===== src/rtl/gpg_pkg.sv =====
package gpg_pkg;

    typedef enum logic [3:0] {
        S_ON      = 4'd0,
        S_CG      = 4'd1,
        S_SAVE    = 4'd2,
        S_RAMP_DN = 4'd3,
        S_PWR_DN  = 4'd4,
        S_GATED   = 4'd5,
        S_PWR_UP  = 4'd6,
        S_RAMP_UP = 4'd7,
        S_RESTORE = 4'd8
    } gpg_state_e;

    // domain power masks: bit0 = 3D pipe, bit1 = compute array
    localparam logic [1:0] MASK_ALL_ON  = 2'b11;
    localparam logic [1:0] MASK_CMP_ON  = 2'b10;
    localparam logic [1:0] MASK_ALL_OFF = 2'b00;

endpackage


===== src/rtl/gpg_holdoff_timer.sv =====
module gpg_holdoff_timer #(
    parameter int DLY_W = 8
) (
    input  logic             clk,
    input  logic             rst_n,
    input  logic             run,
    input  logic [DLY_W-1:0] limit,
    output logic             done
);
    logic [DLY_W-1:0] cnt_q;

    assign done = run && (cnt_q == limit);

    always_ff @(posedge clk or negedge rst_n) begin
        if (!rst_n)
            cnt_q <= '0;
        else if (!run)
            cnt_q <= '0;
        else if (!done)
            cnt_q <= cnt_q + 1'b1;
    end
endmodule


===== src/rtl/gpg_ack_watchdog.sv =====
module gpg_ack_watchdog #(
    parameter int TIMEOUT = 64
) (
    input  logic clk,
    input  logic rst_n,
    input  logic waiting,
    input  logic advance,
    output logic err
);
    localparam int TW = $clog2(TIMEOUT + 1);
    localparam logic [TW-1:0] LIMIT = TW'(TIMEOUT);

    logic [TW-1:0] cnt_q;
    logic          err_q;

    assign err = err_q;

    always_ff @(posedge clk or negedge rst_n) begin
        if (!rst_n) begin
            cnt_q <= '0;
            err_q <= 1'b0;
        end else begin
            if (!waiting || advance)
                cnt_q <= '0;
            else if (cnt_q != LIMIT)
                cnt_q <= cnt_q + 1'b1;
            if (cnt_q == LIMIT)
                err_q <= 1'b1;
        end
    end
endmodule


===== src/rtl/gfx_pg_sequencer.sv =====
module gfx_pg_sequencer
    import gpg_pkg::*;
#(
    parameter int DLY_W       = 8,
    parameter int CNT_W       = 8,
    parameter int ACK_TIMEOUT = 64
) (
    input  logic               clk,
    input  logic               rst_n,
    input  logic               idle_3d,
    input  logic               idle_cmp,
    input  logic               bus_wake,
    input  logic [DLY_W-1:0]   holdoff,
    input  logic               ramp_ack,
    input  logic               save_ack,
    input  logic               restore_ack,
    input  logic               pwr_ack,
    output logic               ramp_dn_req,
    output logic               ramp_up_req,
    output logic [1:0]         ramp_sel,
    output logic               cg_en,
    output logic               save_req,
    output logic               restore_req,
    output logic [1:0]         pwr_en,
    output logic               ack_err,
    output logic [CNT_W+6:0]   status
);
    gpg_state_e       state_q, state_d;
    logic [1:0]       dom_q, dom_d;
    logic [1:0]       tgt_q, tgt_d;
    logic [CNT_W-1:0] cnt_q, cnt_d;
    logic             hold_done;
    logic             waiting, advance, wake;

    gpg_holdoff_timer #(.DLY_W(DLY_W)) u_holdoff (
        .clk   (clk),
        .rst_n (rst_n),
        .run   (state_q == S_CG),
        .limit (holdoff),
        .done  (hold_done)
    );

    gpg_ack_watchdog #(.TIMEOUT(ACK_TIMEOUT)) u_wdog (
        .clk     (clk),
        .rst_n   (rst_n),
        .waiting (waiting),
        .advance (advance),
        .err     (ack_err)
    );

    assign wake = bus_wake || !idle_3d || (!dom_q[1] && !idle_cmp);

    // state register
    always_ff @(posedge clk or negedge rst_n) begin
        if (!rst_n) begin
            state_q <= S_ON;
            dom_q   <= MASK_ALL_ON;
            tgt_q   <= MASK_ALL_ON;
            cnt_q   <= '0;
        end else begin
            state_q <= state_d;
            dom_q   <= dom_d;
            tgt_q   <= tgt_d;
            cnt_q   <= cnt_d;
        end
    end

    // next state
    always_comb begin
        state_d = state_q;
        dom_d   = dom_q;
        tgt_d   = tgt_q;
        cnt_d   = cnt_q;
        waiting = 1'b0;
        advance = 1'b0;
        unique case (state_q)
            S_ON: begin
                if (idle_3d && !bus_wake)
                    state_d = S_CG;
            end
            S_CG: begin
                if (bus_wake || !idle_3d) begin
                    state_d = S_ON;
                end else if (hold_done) begin
                    state_d = S_SAVE;
                    tgt_d   = idle_cmp ? MASK_ALL_OFF : MASK_CMP_ON;
                end
            end
            S_SAVE: begin
                waiting = 1'b1;
                advance = save_ack;
                if (save_ack) state_d = S_RAMP_DN;
            end
            S_RAMP_DN: begin
                waiting = 1'b1;
                advance = ramp_ack;
                if (ramp_ack) state_d = S_PWR_DN;
            end
            S_PWR_DN: begin
                waiting = 1'b1;
                advance = pwr_ack;
                if (pwr_ack) begin
                    state_d = S_GATED;
                    dom_d   = tgt_q;
                    cnt_d   = cnt_q + 1'b1;
                end
            end
            S_GATED: begin
                if (wake) begin
                    state_d = S_PWR_UP;
                end else if (dom_q == MASK_CMP_ON && idle_cmp) begin
                    state_d = S_RAMP_DN;
                    tgt_d   = MASK_ALL_OFF;
                end
            end
            S_PWR_UP: begin
                waiting = 1'b1;
                advance = pwr_ack;
                if (pwr_ack) state_d = S_RAMP_UP;
            end
            S_RAMP_UP: begin
                waiting = 1'b1;
                advance = ramp_ack;
                if (ramp_ack) begin
                    state_d = S_RESTORE;
                    dom_d   = MASK_ALL_ON;
                end
            end
            S_RESTORE: begin
                waiting = 1'b1;
                advance = restore_ack;
                if (restore_ack) begin
                    state_d = S_ON;
                    tgt_d   = MASK_ALL_ON;
                end
            end
            default: state_d = S_ON;
        endcase
    end

    // outputs
    always_comb begin
        ramp_dn_req = 1'b0;
        ramp_up_req = 1'b0;
        ramp_sel    = 2'b00;
        cg_en       = 1'b0;
        save_req    = 1'b0;
        restore_req = 1'b0;
        pwr_en      = dom_q;
        unique case (state_q)
            S_ON:      ;
            S_CG:      cg_en = 1'b1;
            S_SAVE:    save_req = 1'b1;
            S_RAMP_DN: begin
                ramp_dn_req = 1'b1;
                ramp_sel    = dom_q & ~tgt_q;
            end
            S_PWR_DN:  pwr_en = tgt_q;
            S_GATED:   cg_en = 1'b1;
            S_PWR_UP:  pwr_en = MASK_ALL_ON;
            S_RAMP_UP: begin
                pwr_en      = MASK_ALL_ON;
                ramp_up_req = 1'b1;
                ramp_sel    = ~dom_q;
            end
            S_RESTORE: begin
                pwr_en      = MASK_ALL_ON;
                restore_req = 1'b1;
            end
            default:   ;
        endcase
    end

    assign status = {cnt_q, ack_err, dom_q, state_q};

endmodule


===== config.mk =====
export PLATFORM = sky130hd
export DESIGN_NAME = gfx_pg_sequencer
export DESIGN_NICKNAME = d
export VERILOG_FILES = /design/src/rtl/gpg_pkg.sv /design/src/rtl/gpg_holdoff_timer.sv /design/src/rtl/gpg_ack_watchdog.sv /design/src/rtl/gfx_pg_sequencer.sv
export SDC_FILE = /design/constraint.sdc
export NUM_CORES = 1
export LEC_CHECK = 0
export BUFFER_PORTS_ARGS = -buffer_cell sky130_fd_sc_hd__buf_2
export CORE_MARGIN = 2
export CORE_UTILIZATION = 30
export DETAILED_ROUTE_END_ITERATION = 16
export GPL_ROUTABILITY_DRIVEN = 0
export PLACE_DENSITY = 0.52
export SLEW_MARGIN = 20
export SYNTH_ARGS = -nofsm -noshare
export SYNTH_HDL_FRONTEND = slang
export SYNTH_HIERARCHICAL = 1
export SYNTH_SLANG_ARGS = --single-unit

===== constraint.sdc =====
create_clock -name clk -period 8.15 [get_ports clk]
set_input_delay 1.63 -clock clk [delete_from_list [all_inputs] [get_ports clk]]
set_output_delay 1.63 -clock clk [all_outputs]
set_load 0.02 [all_outputs]

### After elaboration in Yosys (flattened, before gate mapping)

Cells that the tools add are included.

* output and inout bits: 25
* memories kept: 0
* bits in latches: 0
* memory bits (read-only): 0
* memory bits (writable): 0
* register bits after elaboration: 32

* add/sub/neg operators: 3
* div/mod/pow operators: 0
* order comparisons: 0
* shifts and indexed selects: 0
* reduce and logical (&&, ||, !) cells: 25
* mux-type cells: 35
* bitwise logic cells: 3
* equal/unequal tests: 26
* multiply operators: 0

Operators by type and width (number)
* 4-bit 2-to-1 mux: 11
* 4-bit one-hot mux with 9 select lines: 1
* 2-bit inequality test (second input constant): 12
* 8-bit by 1-bit adder with 8-bit output (second input constant): 2
* 4-bit by 3-bit equality test with 1-bit output (second input constant): 4
* 2-bit 2-to-1 mux: 8
* 8-bit 2-to-1 mux: 2
* 7-bit 2-to-1 mux: 2
* 2-bit one-hot mux with 2 select lines: 3
* 9-bit AND reduction: 1
* 4-bit by 2-bit equality test with 1-bit output (second input constant): 2
* 8-bit equality test: 1
* 7-bit by 1-bit adder with 7-bit output (second input constant): 1
* 7-bit equality test (second input constant): 1
* 7-bit inequality test (second input constant): 1
* 1-bit 2-to-1 mux: 6
* 3-bit inequality test (second input constant): 2
* 2-bit one-hot mux with 3 select lines: 1
* 6-bit AND reduction: 1
* 2-bit OR reduction: 3
* 6-bit OR reduction: 1
* 1-bit logical NOT: 5
* 4-bit by 1-bit equality test with 1-bit output (second input constant): 1
* 4-bit equality test (second input constant): 1
* 12 further kinds: 19

### Longest topological paths before layout

Gate-level depths: netlist of the first run.

* depth in word-level cells: 6
* mapped depth: 10

### Cells and area by module

Netlist of the first run, hierarchy kept.

By module, submodules not included
* gfx_pg_sequencer: area an instance 1056.0 um^2, instances 1, cells each 122, seq. area each 405.4 um^2
* gpg_holdoff_timer: area an instance 573.0 um^2, instances 1, cells each 64, seq. area each 200.2 um^2
* gpg_ack_watchdog: area an instance 406.6 um^2, instances 1, cells each 42, seq. area each 200.2 um^2

### Worst setup path after synthesis of the first run

No wires, ideal clock.

* path kind: flip-flop to output port
* start: reg state_q[2]
* end: out ramp_sel[0]
* data required time: 6.520 ns
* stages on the path, launching flop included: 4
* arrival: 1.683 ns
* slack: 4.837 ns
* path through: dfrtp_1 > clkbuf_1 > or3_1 > o31ai_1

* word-level cells in the longest chain between the ends: 2
* elaborated cells on any way between the ends: 3

RTL lines
* start: declaration: RTL line gfx_pg_sequencer.sv:28 `gpg_state_e state_q, state_d;`
* start signal: assignment: RTL line gfx_pg_sequencer.sv:61 `state_q <= state_d;`
* 4-bit by 3-bit equality test with 1-bit output or 4-bit by 2-bit equality test with 1-bit output (tied branches): RTL line gfx_pg_sequencer.sv:150 `unique case (state_q)`
* 2-bit one-hot mux with 2 select lines *: RTL line gfx_pg_sequencer.sv:150
* end: declaration: RTL line gfx_pg_sequencer.sv:20 `output logic [1:0] ramp_sel,`

Every way passes the cells marked *; elsewhere a longest branch is shown, timed or not.

### Worst setup path in the final report of the first run

* start: reg state_q[0]
* end: out ramp_sel[1]

Same word-level chain as after synthesis.

==> results of run 1 <==
## state kept, by name (all words and copies together) (netlist names)
name,count
dom_q,2
tgt_q,2
u_wdog/err,1
state_q,4
u_holdoff/cnt_q,8
cnt_q,8
u_wdog/cnt_q,7
## cell usage after synthesis (2+ instances only)
library cell and count:
dfrtp_1 28, nand2_1 22, nor2_1 20, a21oi_1 16, nand2b_1 13, o21ai_0 12
xnor2_1 12, inv_1 8, nand3_1 8, nor3_1 7, mux2i_1 6, nand4_1 6
clkbuf_1 5, or3_1 5, xor2_1 5, dfstp_2 4, ha_1 4, and2_1 3
mux2_2 3, nor2b_1 3, o21ai_1 3, a21boi_0 2, a22oi_1 2, and4_1 2
buf_4 2, nor4_1 2, o22ai_1 2, o31ai_1 2
## critical path: cells and delay by family, from the launching register on
| family | cells | cell delay (ps) |
|---|---|---|
| AO/OA/AOI/OAI | 1 | 270 |
| flip-flops | 1 | 730 |
| AND/OR/NAND/NOR | 2 | 590 |
| buffers and inverters | 1 | 220 |
## cell families (layout without fill, tap and decap cells)
| logic type | Yosys count | count (layout) |
|---|---|---|
| AND/OR/NAND/NOR | 100 | 100 |
| adder cells (fa/ha/maj) | 4 | 4 |
| multiplexers | 9 | 9 |
| buffers and inverters | 17 | 58 |
| flip-flops | 32 | 32 |
| AO/OA/AOI/OAI | 49 | 49 |
| XOR/XNOR | 17 | 17 |
## cell type report
type | count | area (sq um)
Timing Repair Buffer | 42 | 213
Clock inverter | 2 | 10.0
Inverter | 8 | 30.0
Fill cell | 714 | 4290
Multi-Input combinational cell | 179 | 1150
Sequential cell | 32 | 806
Clock buffer | 6 | 82.6
Tap cell | 80 | 100
## where the power goes
group | internal (mW) | total, mW | switching, mW
clock network | 0.0673 | 0.125 | 0.0577
logic | 0.112 | 0.274 | 0.162
registers | 0.196 | 0.259 | 0.0637
total | 0.375 | 0.658 | 0.283
## metal layers
metal / vias up / wire length [um]
met5: - / 0
met3: 4 / 174
met2: 32 / 2020
met4: 0 / 43
met1: 814 / 2200
li1: 895 / -
## per-stage QoR
step                      hold slack (ps)  utilization (%)  area [sq um]  instances  power [mW]
after floorplan                       470                -          2040        228       0.455
after global placement                454             34.4          2300        341       0.537
after detailed placement              461             34.4          2300        341       0.538
after CTS                             470             35.8          2390        349       0.667
after global routing                  482             35.8          2390        349       0.709
final                                 463             35.8          2390        349       0.658
## path summary, 6_finish.rpt
path / end / from / depth (start not counted) / slack, ps
setup / recovery: ramp_sel[1] / state_q[0] / 4 / 4430
hold / removal: cnt_q[7] / cnt_q[7] / 1 / 460
setup reg to reg: state_q[2] / state_q[0] / 8 / 5340
hold reg to reg: cnt_q[7] / cnt_q[7] / 1 / 460
max in group asynchronous: u_wdog/err / rst_n / 1 / 6280
min in group asynchronous: u_holdoff/cnt_q[0] / rst_n / 1 / 1400
## cell usage in the layout, fill, tap and decap left out, types with 2 or more instances in the layout
master	count
a21boi_0	2
a21oi_1	16
a22oi_1	2
and2_1	3
and4_1	2
buf_2	41
clkbuf_8	6
clkinv_2	2
dfrtp_1	28
dfstp_2	4
ha_1	4
inv_1	8
mux2_2	3
mux2i_1	6
nand2_1	22
nand2b_1	13
nand3_1	8
nand4_1	6
nor2_1	20
nor2b_1	3
nor3_1	7
nor4_1	2
o21ai_0	12
o21ai_1	3
o22ai_1	2
o31ai_1	2
or3_1	5
xnor2_1	12
xor2_1	5
==> results_dict.tcl, run 1 <==
set metrics [dict create \
    cpMaxStageDelayCell "dfrtp_1" \
    synthAdderAreaFrac_pct 2.46 \
    gr-total-overflow 0 \
    met3_usage_pct 3.52 \
    wl_um 4440 \
    worst_slack_ps 4430 \
    synthMuxAreaShare_pct 4.61 \
    crit_type "register to primary output" \
    dr.pass1.iters 4 \
    via_per_inst 5.00 \
    yosys.area_share.simple_pct 27.3 \
    start_util_pct 30.5 \
    yosys_warnings 6 \
    cts_buffers 5 \
    area_growth_pct 17.5 \
    core_area_sq_mm 0.00668 \
    cts_hold_buf 0 \
    cts_sinks 32 \
    yosysTopAreaCell "dfrtp_1" \
    finalClockSkew_ps 4.75 \
    cp-end-kind "primary output" \
    ys_ff_latch 32 \
    synth-xor-area-share_pct 7.31 \
    grt_util_all_layers_pct 12.4 \
    critPathRequiredTime_ps 6520 \
    dp_slack_ps 4670 \
    dp_hpwl_um 3330 \
    fin_crit_ps 3720 \
    die_y_um 86.4 \
    use_met1_pct 16.8 \
    grt_max_degree 33 \
    cts_max_path_buffers 2 \
    synth_cells 228 \
    avgSynthCellArea_sq_um 8.93 \
    synth_fp_nets 249 \
    synth.distinct_cells 49 \
    hold_viol 0 \
    wl_per_cell_um 12.7 \
    fmax_ghz 0.269 \
    tightestPinTransition_ps 717 \
    drc 0 \
    ys_async_sr_fraction_pct 100 \
    synth-edff-count 0 \
    drt_iter0_markers 79 \
    synthTopCellsByArea "dfrtp_1 (34%), dfstp_2 (5.2%), xnor2_1 (5.2%)" \
    grt_pass1_vias 1600 \
    run_status "finished, final reports clean" \
    num_rows 30 \
    final_layout_size_suffix_gt1_share_pct 23.8 \
    hold_path_class "register to register" \
    post-route-period-util_pct 45.7 \
    antenna_cells 0 \
    netlist_area_sq_mm 0.00204 \
    crit_chain "nand2_1, or3_1, o31ai_1, buf_2" \
    max_cap_viol_count 0 \
    worstPathArrival_ps 2090 \
    ctsResizeCount 0 \
    cts_root_buffer "clkbuf_8" \
    finalSetupTns_ps 0 \
    cts_tree "yes" \
    synth_compound_area_share_pct 14.8 \
    slew_headroom_pct 52.2 \
    pwr_density_cell_mw_per_mm2 275 \
    busiest_layer "met2" \
    clkLatencyLatePin_ps 280 \
    post-cts-setup-buffers 0 \
    grt_pass1_wl_um 7430 \
    p_leak_nw 1.08 \
    crit_fanout 19 \
    synth_top_family_by_area "simple AND/OR/NAND/NOR gates" \
    yosysSeqAreaShare_pct 39.6 \
    portBuffers 41 \
    synth_ff_type "dfrtp_1" \
    maxSlewViolCount 0 \
    netlist.area_leader.share_pct 34.4 \
    antenna_found_initial 0 \
    htreeDepth 2 \
    drtAntennaViolNets 0 \
    setup_viol 0 \
    rsz0062_at_grt "false" \
    peakVddDrop_uv 133 \
    start_kind "register" \
    die-area_sq_mm 0.00746 \
    worst_path_largest_cell_delay_ps 730 \
    use_met2_pct 19.5 \
    num_io_pins 42 \
    vias 1745 \
    die_w_um 86.4 \
    cts.clk_slew.worst_paths_ps 70 \
    final_nets 289 \
]
No activity file was read; power rests on OpenSTA's default activity.
==> inputs of run 2 (changes only) <==
--- a/config.mk
+++ b/config.mk
@@ -5,12 +5,13 @@
 export SDC_FILE = /design/constraint.sdc
 export NUM_CORES = 1
 export LEC_CHECK = 0
+export ABC_AREA = 1
 export BUFFER_PORTS_ARGS = -buffer_cell sky130_fd_sc_hd__buf_2
 export CORE_MARGIN = 2
 export CORE_UTILIZATION = 30
 export DETAILED_ROUTE_END_ITERATION = 16
 export GPL_ROUTABILITY_DRIVEN = 0
-export PLACE_DENSITY = 0.52
+export PLACE_DENSITY = 0.53
 export SLEW_MARGIN = 20
 export SYNTH_ARGS = -nofsm -noshare
 export SYNTH_HDL_FRONTEND = slang
==> constraint.sdc (replaced) <==
create_clock -name clk -period 3.3 [get_ports clk]
set_input_delay 0.66 -clock clk [delete_from_list [all_inputs] [get_ports clk]]
set_output_delay 0.66 -clock clk [all_outputs]
set_load 0.02 [all_outputs]
==> run 2 against run 1 <==
Die area is 16% higher. Wire length up 25%. Worst hold slack got worse by 37 ps. Global-route usage rose by 1.7 points. Register-to-register slack worse by 4300 ps. Sequential power up 130%. Critical path type unchanged. Critical endpoint is now pwr_en[1]. Highest routed layer unchanged.
==> results_dict.tcl, run 2 <==
set metrics [dict create \
    final_layout_size_suffix_gt1_share_pct 20.9 \
    grt_util_all_layers_pct 14.1 \
    yosysSeqAreaShare_pct 33.9 \
    num_io_pins 42 \
    rr_worst_depth 13 \
    synth_fp_nets 373 \
    synth_ff_type "dfrtp_1" \
    ctsResizeCount 0 \
    layout_commonest_cell "nand2_1" \
    cts_sinks 32 \
    drtAntennaViolNets 0 \
    vias 2262 \
    critPathRequiredTime_ps 2640 \
    setup_viol 0 \
    ys_ff_latch 32 \
    area_growth_pct 17.3 \
    yosys.area_share.simple_pct 43.9 \
    avgSynthCellArea_sq_um 6.75 \
    start_util_pct 30.9 \
    worstPathArrival_ps 1750 \
    drt_iter0_markers 91 \
    netlist.area_leader.share_pct 29.5 \
    final_nets 418 \
    wl_um 5530 \
    die_y_um 93.0 \
    yosysTopAreaCell "dfrtp_1" \
    crit_type "register to primary output" \
    synth.distinct_cells 29 \
    finalSetupTns_ps 0 \
    synthAdderAreaFrac_pct 2.11 \
    cts_hold_buf 0 \
    antenna_found_initial 0 \
    htreeDepth 2 \
    grt_pass1_vias 2225 \
    synth-xor-area-share_pct 4.06 \
    start_kind "register" \
    p_leak_nw 1.63 \
    dr.pass1.iters 5 \
    final_cell_mix "nand2_1 (110), inv_1 (61), nand3_1 (42)" \
    r2r-end "state_q[2]" \
    rsz0062_at_grt "false" \
    post-cts-setup-buffers 0 \
    peakVddDrop_uv 288 \
    yosys-top-cells-count "nand2_1 (110), inv_1 (61), nand3_1 (42), nor2_1 (30), dfrtp_1 (28)" \
    synth_compound_area_share_pct 4.79 \
    slew_headroom_pct 50.0 \
    netlist_area_sq_mm 0.00237 \
    pwr_density_cell_mw_per_mm2 626 \
    synth-edff-count 0 \
    cts_tree "yes" \
    synthMuxAreaShare_pct 0 \
    run_status "finished, final reports clean" \
    drc 0 \
    ys_async_sr_fraction_pct 100 \
    wl_per_cell_um 11.1 \
    rr_startpoint "state_q[1]" \
    hold_path_class "input pin to asynchronous set/reset pin" \
    yosys_warnings 6 \
    maxSlewViolCount 0 \
    cts_root_buffer "clkbuf_8" \
    fmax_ghz 0.414 \
    cts_buffers 5 \
    cts.clk_slew.worst_paths_ps 80 \
    grt_max_degree 33 \
    cts_max_path_buffers 2 \
    synthTopCellsByArea "dfrtp_1 (30%), nand2_1 (17%), inv_1 (9.6%)" \
    clkLatencyLatePin_ps 290 \
    synth_cells 352 \
    max_cap_viol_count 0 \
    via_per_inst 4.52 \
    dp_hpwl_um 4260 \
    top_regs "cnt_q: 8 flops, u_holdoff/cnt_q: 8 flops, u_wdog/cnt_q: 7 flops" \
    core_area_sq_mm 0.00769 \
    synth_top_family_by_area "simple AND/OR/NAND/NOR gates" \
    die-area_sq_mm 0.00864 \
    finalClockSkew_ps 12.3 \
    antenna_cells 0 \
    cp-end-kind "primary output" \
    hold_viol 0 \
    die_w_um 93.0 \
    synthMostInstantiatedCell "nand2_1" \
    total_power_mw 1.74 \
    portBuffers 41 \
    crit_fanout 6 \
    grt_pass1_wl_um 9920 \
    post-route-period-util_pct 73.1 \
    r2r_setup_slack_ps 1010 \
    fin_crit_ps 2410 \
    gr-total-overflow 0 \
    tightestPinTransition_ps 749 \
    num_rows 32 \
]
==> run 2: cell types whose count changed in the layout (fill, tap and decap cells not counted), sizes merged, moves of 5 or more <==
cell / before / now
nor2: 20 / 43
a21oi: 16 / 6
nor3: 8 / 0
nand2b: 14 / 0
nand3: 8 / 45
xnor2: 12 / 5
mux2i: 6 / 0
or3: 5 / 0
nand2: 22 / 119
o21ai: 15 / 8
inv: 8 / 65
==> run 2: final cells by class <==
class | instances | area (sq um)
fill | 867 | 4900
clock inverter | 3 | 23.8
timing repair buffer | 42 | 213
sequential | 32 | 806
multi-input combinational | 251 | 1300
inverter | 65 | 244
tap | 102 | 128
clock buffer | 5 | 68.8
==> run 2: worst max-delay path by stage <==
stage / slack, ps / end / startpoint
2_1_floorplan: 930 / ramp_sel[0] / state_q[3]
3_3_place_gp: 1020 / state_q[1] / state_q[1]
3_5_place_dp: 1050 / state_q[2] / state_q[1]
4_1_cts: 880 / ramp_sel[1] / state_q[3]
5_1_grt: 710 / ramp_sel[0] / state_q[3]
6_report: 890 / pwr_en[1] / state_q[1]
==> run 2: critical path: stages (launching register included) <==
cell and delay [ps]:
dfrtp_1 480, nor2_4 210, nand3_1 200, o21ai_0 210, a21oi_1 70, o31ai_1 80
buf_2 210
==> run 2: metrics by stage <==
step	std cells	utilization [%]	setup slack, ps	hold WS, ps	cell area [sq um]
3_5_place_dp	492	35.0	1050	466	2690
2_1_floorplan	352	-	931	364	2370
6_report	500	36.2	886	426	2790
3_3_place_gp	492	35.0	1020	460	2690
5_1_grt	500	36.2	711	490	2790
4_1_cts	500	36.2	880	457	2790
==> run 2: power by group <==
part	internal [mW]	leakage (nW)	switching [mW]
clock	0.149	0.0404	0.167
combinational	0.269	1.16	0.573
sequential	0.481	0.422	0.102
==> run 2: cell families after synthesis <==
group | after synthesis
and+or+nand+nor | 216
xor gates and xnor gates | 11
AOI/OAI and AO/OA | 20
DFF | 32
adders and majority gates | 4
buffers and inverters | 69
==> run 2: per-layer routing <==
| metal | GRT usage [%] | part of all wire [%] | up-vias |
|---|---|---|---|
| met4 | 3.92 | 0.92 | 0 |
| met1 | 19.2 | 49 | 1004 |
| met3 | 2.82 | 5.6 | 8 |
| met2 | 22.8 | 45 | 74 |
| li1 | - | - | 1176 |
| met5 | 0 | 0 | - |
